--- src/rtl/ide_card_decoder.sv ---
module ide_card_decoder #(
  parameter int ADDR_W     = 16,
  parameter bit THREE_PORT = 1'b1
) (
  input  logic              clk,
  input  logic              rst,
  input  logic [ADDR_W-1:0] addr,
  input  logic              rd_stb,
  input  logic              wr_stb,
  input  logic [7:0]        wdata,
  input  logic [2:0]        ide_irq,
  input  logic [7:0]        rom_data,
  output logic [3:0]        ide_cs,
  output logic              xport_cs,
  output logic              rom_rd,
  output logic [ADDR_W-1:0] rom_addr,
  output logic [7:0]        rdata,
  output logic              host_irq
);

  localparam int       NSET     = THREE_PORT ? 4 : 2;
  localparam logic [2:0] IRQ_MASK = THREE_PORT ? 3'b111 : 3'b011;

  logic       access, local_win, stat_page;
  logic [3:0] page;
  logic [1:0] sub;
  logic [2:0] live_irq;
  logic       en_hit, pass_en_q;
  logic [7:0] unused_wdata;

  assign unused_wdata = wdata;
  assign access    = rd_stb | wr_stb;
  assign local_win = (addr[ADDR_W-1:12] == '0);
  assign page      = addr[11:8];
  assign sub       = addr[7:6];
  assign stat_page = local_win && (page == 4'hF);
  assign live_irq  = ide_irq & IRQ_MASK;

  for (genvar k = 0; k < 4; k++) begin : g_cs
    if (k < NSET) begin : g_on
      assign ide_cs[k] = access && local_win && (page == 4'(4'hA + k));
    end else begin : g_off
      assign ide_cs[k] = 1'b0;
    end
  end

  assign xport_cs = access && local_win && (page == 4'hE);
  assign rom_rd   = rd_stb && !local_win && !addr[0];
  assign rom_addr = addr;

  always_comb begin
    rdata = 8'h00;
    if (rd_stb) begin
      if (rom_rd)
        rdata = rom_data;
      else if (stat_page && sub != 2'd3)
        rdata = {live_irq[sub], 7'b0};
    end
  end

  assign en_hit = wr_stb && stat_page && (sub == 2'd3);

  always_ff @(posedge clk) begin
    if (rst)
      pass_en_q <= 1'b0;
    else if (en_hit)
      pass_en_q <= 1'b1;
  end

  assign host_irq = pass_en_q & (|live_irq);

  AST_SEL_ONEHOT: assert property (@(posedge clk) disable iff (rst)
    $onehot0({ide_cs, xport_cs, rom_rd}));
  AST_TWO_PORT_CS: assert property (@(posedge clk) disable iff (rst)
    (access && !THREE_PORT) |-> (ide_cs[3:2] == 2'b00));
  AST_FLAG_SET: assert property (@(posedge clk) disable iff (rst)
    (wr_stb && addr[ADDR_W-1:6] == {{(ADDR_W-12){1'b0}}, 6'b111111}) |=> pass_en_q);
  AST_FLAG_STICKY: assert property (@(posedge clk) disable iff (rst)
    pass_en_q |=> pass_en_q);
  AST_IRQ_GATED: assert property (@(posedge clk) disable iff (rst)
    !pass_en_q |-> !host_irq);
  AST_ROM_EVEN: assert property (@(posedge clk) disable iff (rst)
    rom_rd |-> (!addr[0] && rd_stb));

endmodule

--- config.mk ---
export PLATFORM = sky130hd
export DESIGN_NAME = ide_card_decoder
export DESIGN_NICKNAME = d
export VERILOG_FILES = /design/src/rtl/ide_card_decoder.sv
export SDC_FILE = /design/constraint.sdc
export NUM_CORES = 1
export LEC_CHECK = 0
export BUFFER_PORTS_ARGS = -buffer_cell sky130_fd_sc_hd__buf_2
export CAP_MARGIN = 30
export CORE_MARGIN = 2
export CORE_UTILIZATION = 26
export DETAILED_ROUTE_END_ITERATION = 10
export PLACE_DENSITY = 0.83
export SETUP_SLACK_MARGIN = 0.05
export SLEW_MARGIN = 10
export SYNTH_ARGS = -nofsm -noshare
export SYNTH_HDL_FRONTEND = slang
export SYNTH_SLANG_ARGS = --single-unit
--- constraint.sdc ---
create_clock -name clk -period 3.6 [get_ports clk]
set_input_delay 0.54 -clock clk [delete_from_list [all_inputs] [get_ports clk]]
set_output_delay 0.54 -clock clk [all_outputs]
set_load 0.02 [all_outputs]
[Yosys cells after proc, flatten, opt, wreduce, memory -nomap -nowiden]
Cells that the tools add are included.
Word-level totals
  output and inout bits: 31
  logic and storage cells: 33
  bits of input ports: 39
  flip-flop bits (word level): 1
Cells by class
  order comparisons: 1
  reduce and logical (&&, ||, !) cells: 16
  eq/ne operators: 8
  bitwise gates (word level): 2
  mux-type cells: 5
Operator list (count)
  4-bit equality test, second input constant: 6
  8-bit 2-to-1 mux: 3
  1-bit logical AND: 12
  4-bit logical NOT: 1
  2-bit by 3-bit less-than comparator with 1-bit output, second input constant: 1
  3-bit OR reduction: 1
  1-bit binary-select mux with 2-bit select: 1
  2-bit equality test, second input constant: 1
  1-bit logical NOT: 2
  2-bit != test, second input constant: 1
  1-bit AND: 1
  1-bit 2-to-1 mux: 1
  1-bit bitwise OR: 1

[Logic depth before layout (Yosys ltp)]
Gate-level depths: netlist (run 1).
  depth after elaboration: 6
  depth in mapped cells: 3
  mapped depth without buffers: 3

[Worst setup path after synthesis (run 1)]
No wires, ideal clock.
  path kind: input-to-output
  start: input port addr[13]
  end: output port ide_cs[0]
  data arrival time: 1797 ps
  cell stages on the path: 3
  required time: 3060 ps
  buffers on the path: 0
  path slack: 1263 ps
  cells stage by stage: nor4_4 o21ai_2 nor4b_1
Between the ends
  word-level cells in the longest chain between the ends: 3
RTL lines
  from (decl): RTL line 7  | input logic [ADDR_W-1:0] addr,
  4-bit logical NOT: RTL line 33  | assign local_win = (addr[ADDR_W-1:12] == '0);
  1-bit logical AND (2 in a row): RTL line 41  | assign ide_cs[k] = access && local_win && (page == 4'(4'hA + k));
  to (decl): RTL line 13  | output logic [3:0] ide_cs,
Every way passes these cells.

[Worst setup path after layout (run 1)]
Ends and elaborated chain as after synthesis.

==> flow_metrics.env, run 1 <==
export IMPL_status="completed"
export IMPL_die_h_um=40.91
export IMPL_track_usage_pct=10.17
export IMPL_antenna_cells=0
export IMPL_path_clk_slew_ps=0
export IMPL_seq_area_um2=20.02
export IMPL_start_kind="input port"
export IMPL_min_to="pass_en_q"
export IMPL_crit_slowest_cell="nor4_4"
export IMPL_synthArstFlopShare_pct=0
export IMPL_place_inst=96
export IMPL_slew_headroom_pct=60.00
export IMPL_totalWireLength_um=958
export IMPL_ys_seq_area_share_pct=5.654
export IMPL_reg_largest_list="pass_en_q x1"
export IMPL_yosys_most_used_dff="dfxtp_1"
export IMPL_setup_viol=0
export IMPL_maxSlewViolCount=0
export IMPL_die_x_um=40.91
export IMPL_ys_ff_latch=1
export IMPL_path_cells="buf_2, nor4_4, o21ai_2, nor4b_1, buf_2"
export IMPL_finalHoldViolCount=0
export IMPL_cts_resized_gates=0
export IMPL_die_area_um2=1673
export IMPL_fin_util_pct=39.53
export IMPL_drc_errors=0
export IMPL_instances_no_fill=96
export IMPL_finalClockSkew_ps=0
export IMPL_largest_reg_flops=1
export IMPL_path_max_fanout=5
export IMPL_hold_path_class="flop to flop"
export IMPL_power_density_nw_per_um2=127.0
export IMPL_grt_pass1_vias=333
export IMPL_io_pins=70
export IMPL_crit_path_max_incr_delay_ps=370
export IMPL_vias_per_cell=4.594
export IMPL_cts_setup_buffers=0
export IMPL_start_util_pct=27.56
export IMPL_tightest_slew_ps=598.7
export IMPL_grt_pass1_wl_um=1242
export IMPL_synth_edff_count=0
export IMPL_worstHoldStart="pass_en_q"
export IMPL_multi_input_area_um2=210.2
export IMPL_stdcell_area_um2=508.0
export IMPL_syn_num_nets=85
export IMPL_syn_area_um2=354.1
export IMPL_dr_total_vias=441
export IMPL_cpMostUsedCell="buf_2"
export IMPL_yosys_top_cells_count="16 x buf_4, 7 x and2_1, 2 x nand2_1, 2 x nor4_1, 2 x nor4b_1"
export IMPL_area_growth_pct=43.46
export IMPL_grt_setup_unrepaired="no"
export IMPL_rr_worst_depth=2
export IMPL_overflow=0
export IMPL_timing_rr_end="pass_en_q"
export IMPL_path_buf_inv=2
export IMPL_min_period_ps=2230
export IMPL_cp_end_kind="primary output"
export IMPL_synthCells=46
export IMPL_period_share_pct=61.94
export IMPL_largest_register="pass_en_q"
export IMPL_ys_types=22
export IMPL_drt_iter0_drc=2
export IMPL_worstReg2RegStart="pass_en_q"
export IMPL_synthTopCellsByArea="buf_4 34%, and2_1 12%, nor4_4 6.0%, dfxtp_1 5.7%, nor4b_1 4.9%"
export IMPL_vdd_drop_max_v=0.00004116
export IMPL_num_rows=13
export IMPL_fmax_mhz=448.5
export IMPL_yosys_area_top_type="buf_4"
export IMPL_max_cap_violations=0
export IMPL_crit_required_ps=3060
export IMPL_holdBufCountCts=0
export IMPL_syn_avg_cell_area_um2=7.698
export IMPL_power_leakage_uw=0.0003022
export IMPL_drive_gt1_share_pct=67.90
export IMPL_hold_path_cell_count=2
export IMPL_arrival_ps=1690
export IMPL_placed_area_um2=508.0
export IMPL_wire_per_inst_um=9.979
export IMPL_fillers=147
export IMPL_ff2ff_setup_slack_ps=2990
export IMPL_nets=122
export IMPL_fin_setup_tns_ps=0
export IMPL_grt_max_degree=9
export IMPL_yosysTopAreaCellShare_pct=33.92
export IMPL_yosys_warnings=0
export IMPL_antenna_found_initial=0
export IMPL_clk_latency_ps=0
export IMPL_ant_nets=0
export IMPL_port_buffers=51
export IMPL_dr_pass1_iters=2
export IMPL_crit_family="simple AND/OR/NAND/NOR gates"
export IMPL_crit_type="input port to primary output"
export IMPL_coreArea_um2=1285
export IMPL_gp_congestion=0.6023
export IMPL_dp_hpwl_um=881.9
export IMPL_yosysMostFrequentCell="buf_4"
[cell families (layout without fill, tap and decap cells)]
group	count (synthesis)	after routing	share of synthesized area, %
buffers and inverters	17	52	34.98
DFF	1	1	5.654
and+or+nand+nor	22	22	45.23
AOI/OAI and AO/OA	5	5	11.31
muxes	1	1	2.827
[cells in the final DEF, fill, tap and decap left out, drive strengths merged]
master / count
a31oi: 1
a41o: 1
and2: 7
and3: 1
and4: 1
and4bb: 1
buf: 51
dfxtp: 1
inv: 1
mux2i: 1
nand2: 2
nand2b: 1
nand3b: 1
nor2: 1
nor3: 1
nor3b: 1
nor4: 3
nor4b: 2
o21ai: 2
o31a: 1
[layout make-up]
class	count	area share, %
well taps	15	3.695
multi-input cells	28	41.38
repair buffers	51	50.25
inverters	1	0.7389
flip-flops and latches	1	3.941
[power by group]
group / total [µW] / switching [µW] / internal (µW)
Combinational: 53.2 / 30.6 / 22.6
Sequential: 11.3 / 0.00438 / 11.3
Clock: 0 / 0 / 0
[how the worst max path moves through the flow]
stage | cells after the start | from | endpoint | slack [ps]
6_report | 5 | addr[13] | ide_cs[0] | 1370
5_1_grt | 5 | addr[13] | ide_cs[0] | 1220
4_1_cts | 5 | addr[13] | ide_cs[0] | 1330
3_5_place_dp | 5 | addr[13] | ide_cs[0] | 1330
3_3_place_gp | 5 | addr[13] | rdata[7] | 1370
2_1_floorplan | 3 | addr[13] | ide_cs[0] | 1260
[routing by layer]
layer  vias to the layer above  GRT usage [%]  part of all wire, %
met5                         -              0                    0
met4                         0              0                    0
met3                         0         0.5435                   14
met2                        36          19.92                   48
met1                       182          12.54                   38
li1                        223              -                    -
[worst reg2reg max path: stages (launching register included)]
cell and delay [ps]:
dfxtp_1 290, a31oi_1 150, nor2_1 50
[through the flow]
step                      total power, µW  hold WS (ps)  setup WS, ps
after global placement              64.45         464.6          1365
after floorplan                     52.71         437.2          1263
after global routing                70.06         530.1          1220
final                               64.53         475.2          1370
after CTS                           65.16         484.3          1328
after detailed placement            65.06         483.2          1325
No activity file was read; power rests on OpenSTA's default activity.
==> inputs of run 2 (changes only) <==
--- a/config.mk
+++ b/config.mk
@@ -5,12 +5,13 @@
 export SDC_FILE = /design/constraint.sdc
 export NUM_CORES = 1
 export LEC_CHECK = 0
+export ABC_AREA = 1
 export BUFFER_PORTS_ARGS = -buffer_cell sky130_fd_sc_hd__buf_2
 export CAP_MARGIN = 30
 export CORE_MARGIN = 2
-export CORE_UTILIZATION = 26
+export CORE_UTILIZATION = 24
 export DETAILED_ROUTE_END_ITERATION = 10
-export PLACE_DENSITY = 0.83
+export PLACE_DENSITY = 0.76
 export SETUP_SLACK_MARGIN = 0.05
 export SLEW_MARGIN = 10
 export SYNTH_ARGS = -nofsm -noshare
==> constraint.sdc (replaced) <==
create_clock -name clk -period 1.87 [get_ports clk]
set_input_delay 0.2805 -clock clk [delete_from_list [all_inputs] [get_ports clk]]
set_output_delay 0.2805 -clock clk [all_outputs]
set_load 0.02 [all_outputs]
==> run 2 against run 1 <==
  * Core utilization decreased by 3.2 points
  * Combinational power rose by 100%
  * Global-route usage down 0.66 points
  * Clock skew stayed put
  * Routed wire length up 8.2%
  * Design area increased by 10%
  * Sequential share of layout area down 0.37 points
  * Setup slack got worse by 910 ps
  * Synthesized area up 14%
  * Via count grew 12%
  * Register-to-register slack worse by 1600 ps
  * Flip-flop and latch count stayed put
  * Critical path type unchanged
==> flow_metrics.env, run 2 <==
export IMPL_antenna_cells=0
export IMPL_grt_pass1_vias=410
export IMPL_fmax_mhz=709.5
export IMPL_largest_register="pass_en_q"
export IMPL_grt_pass1_wl_um=1545
export IMPL_grt_setup_unrepaired="no"
export IMPL_yosysTopAreaCellShare_pct=29.63
export IMPL_ys_types=15
export IMPL_syn_avg_cell_area_um2=5.710
export IMPL_yosys_most_used_dff="dfxtp_1"
export IMPL_max_cap_violations=0
export IMPL_syn_num_nets=110
export IMPL_clk_latency_ps=0
export IMPL_final_common_cell="buf_2"
export IMPL_placed_area_um2=560.5
export IMPL_vdd_drop_max_v=0.00007091
export IMPL_overflow=0
export IMPL_met2_usage_pct=17.43
export IMPL_period_share_pct=75.37
export IMPL_maxSlewViolCount=0
export IMPL_status="completed"
export IMPL_syn_area_um2=405.4
export IMPL_finalHoldViolCount=0
export IMPL_grt_busiest_layer="met2"
export IMPL_path_cells="buf_2, nor2_2, nand2_1, nor2_2, nand2_1, a21oi_2, buf_2"
export IMPL_start_kind="input port"
export IMPL_gp_congestion=0.6163
export IMPL_tightest_slew_ps=290.3
export IMPL_grt_use_met1_pct=12.53
export IMPL_area_growth_pct=38.27
export IMPL_largest_reg_flops=1
export IMPL_power_density_nw_per_um2=231.9
export IMPL_power_leakage_uw=0.0003814
export IMPL_min_period_ps=1409
export IMPL_yosys_warnings=0
export IMPL_grt_max_degree=9
export IMPL_dp_hpwl_um=983.7
export IMPL_crit_type="input port to primary output"
export IMPL_ant_nets=0
export IMPL_path_buf_inv=2
export IMPL_holdWs_ps=443.0
export IMPL_crit_required_ps=1590
export IMPL_yosys_top_cells_count="16 x buf_4, 16 x inv_1, 10 x nand2_1, 10 x nor2_1, 4 x nor2_2"
export IMPL_cts_setup_buffers=0
export IMPL_crit_path_max_incr_delay_ps=180
export IMPL_die_h_um=45.10
export IMPL_coreArea_um2=1541
export IMPL_nets=147
export IMPL_crit_family="simple AND/OR/NAND/NOR gates"
export IMPL_slew_headroom_pct=80.59
export IMPL_reg_largest_list="pass_en_q x1"
export IMPL_drive_gt1_share_pct=57.55
export IMPL_track_usage_pct=9.508
export IMPL_synth_edff_count=0
export IMPL_arrival_ps=1130
export IMPL_cts_resized_gates=0
export IMPL_start_util_pct=26.30
export IMPL_die_x_um=45.10
export IMPL_use_met3_pct=0.8000
export IMPL_layout_common_cells="51 x buf_2, 16 x inv_1, 10 x nand2_1, 10 x nor2_1, 4 x nor2_2"
export IMPL_holdBufCountCts=0
export IMPL_die_area_um2=2034
export IMPL_setup_viol=0
export IMPL_antenna_found_initial=0
export IMPL_synthCells=71
export IMPL_ys_seq_area_share_pct=4.938
export IMPL_synthArstFlopShare_pct=0
export IMPL_vias_per_cell=4.033
export IMPL_hold_path_class="input port to flop"
export IMPL_num_rows=14
export IMPL_drc_errors=0
export IMPL_io_pins=70
export IMPL_crit_slowest_cell="buf_2"
export IMPL_dr_total_vias=492
export IMPL_totalWireLength_um=1037
export IMPL_cp_end_kind="primary output"
export IMPL_path_clk_slew_ps=0
export IMPL_finalClockSkew_ps=0
export IMPL_fin_setup_tns_ps=0
export IMPL_yosys_area_top_type="buf_4"
export IMPL_path_max_fanout=3
export IMPL_dr_pass1_iters=3
export IMPL_port_buffers=51
export IMPL_wire_per_inst_um=8.500
export IMPL_stdcell_area_um2=560.5
export IMPL_synthTopCellsByArea="buf_4 30%, inv_1 15%, nand2_1 9.3%, nor2_1 9.3%, nor2_2 6.2%"
export IMPL_drt_iter0_drc=3
export IMPL_ys_ff_latch=1
-- run 2: cell count changes after synthesis, sizes merged, moves of 3 or more --
cell,previous run,this run
inv,1,16
nor2,1,14
nand2,2,10
and2,7,0
nand3,0,3
nor4,3,0
-- run 2: layout make-up --
class	count	area (µm²)
Fill cell	180	980.9
Inverter	16	60.06
Multi-Input combinational cell	38	205.2
Sequential cell	1	20.02
Tap cell	16	20.02
Timing Repair Buffer	51	255.2
-- run 2: worst reg2reg max path, stage by stage, from the launching register on --
cell	delay [ps]
dfxtp_1	290
inv_1	50
a21oi_2	110
-- run 2: cells by family (layout without fill, tap and decap cells) --
logic type	Yosys count	after routing	share of synthesized area, %
compound gates	3	3	7.408
simple gates	35	35	43.21
buf+inv	32	67	44.45
flops	1	1	4.938
-- run 2: per-stage QoR --
step | setup WS, ps | util (%) | total power (µW) | cells
CTS | 426.0 | 36.36 | 131.3 | 122
floorplan | 569.0 | - | 107.6 | 71
finish | 460.5 | 36.36 | 130.0 | 122
global route | 352.6 | 36.36 | 142.1 | 122
global placement | 461.5 | 36.36 | 129.2 | 122
detailed placement | 429.4 | 36.36 | 130.8 | 122
-- run 2: metal layers --
layer / routed length [µm] / vias to the layer above
met5: 0 / -
met4: 6 / 0
met3: 118 / 2
met2: 498 / 27
met1: 413 / 195
li1: - / 268
-- run 2: power breakdown --
| group | internal, µW | total [µW] | switching [µW] | leakage [µW] |
|---|---|---|---|---|
| Combinational | 43.0 | 108 | 65.1 | 0.000373 |
| Sequential | 21.8 | 21.8 | 0.00356 | 0.00000805 |
| Clock | 0 | 0 | 0 | 0 |
-- run 2: worst paths after layout --
| check | start | cells past startpoint | slack, ps | endpoint |
|---|---|---|---|---|
| setup reg to reg | pass_en_q | 2 | 1350 | pass_en_q |
| hold / removal | rst | 2 | 440 | pass_en_q |
| setup / recovery | addr[13] | 7 | 460 | rdata[7] |
| hold reg to reg | pass_en_q | 2 | 450 | pass_en_q |
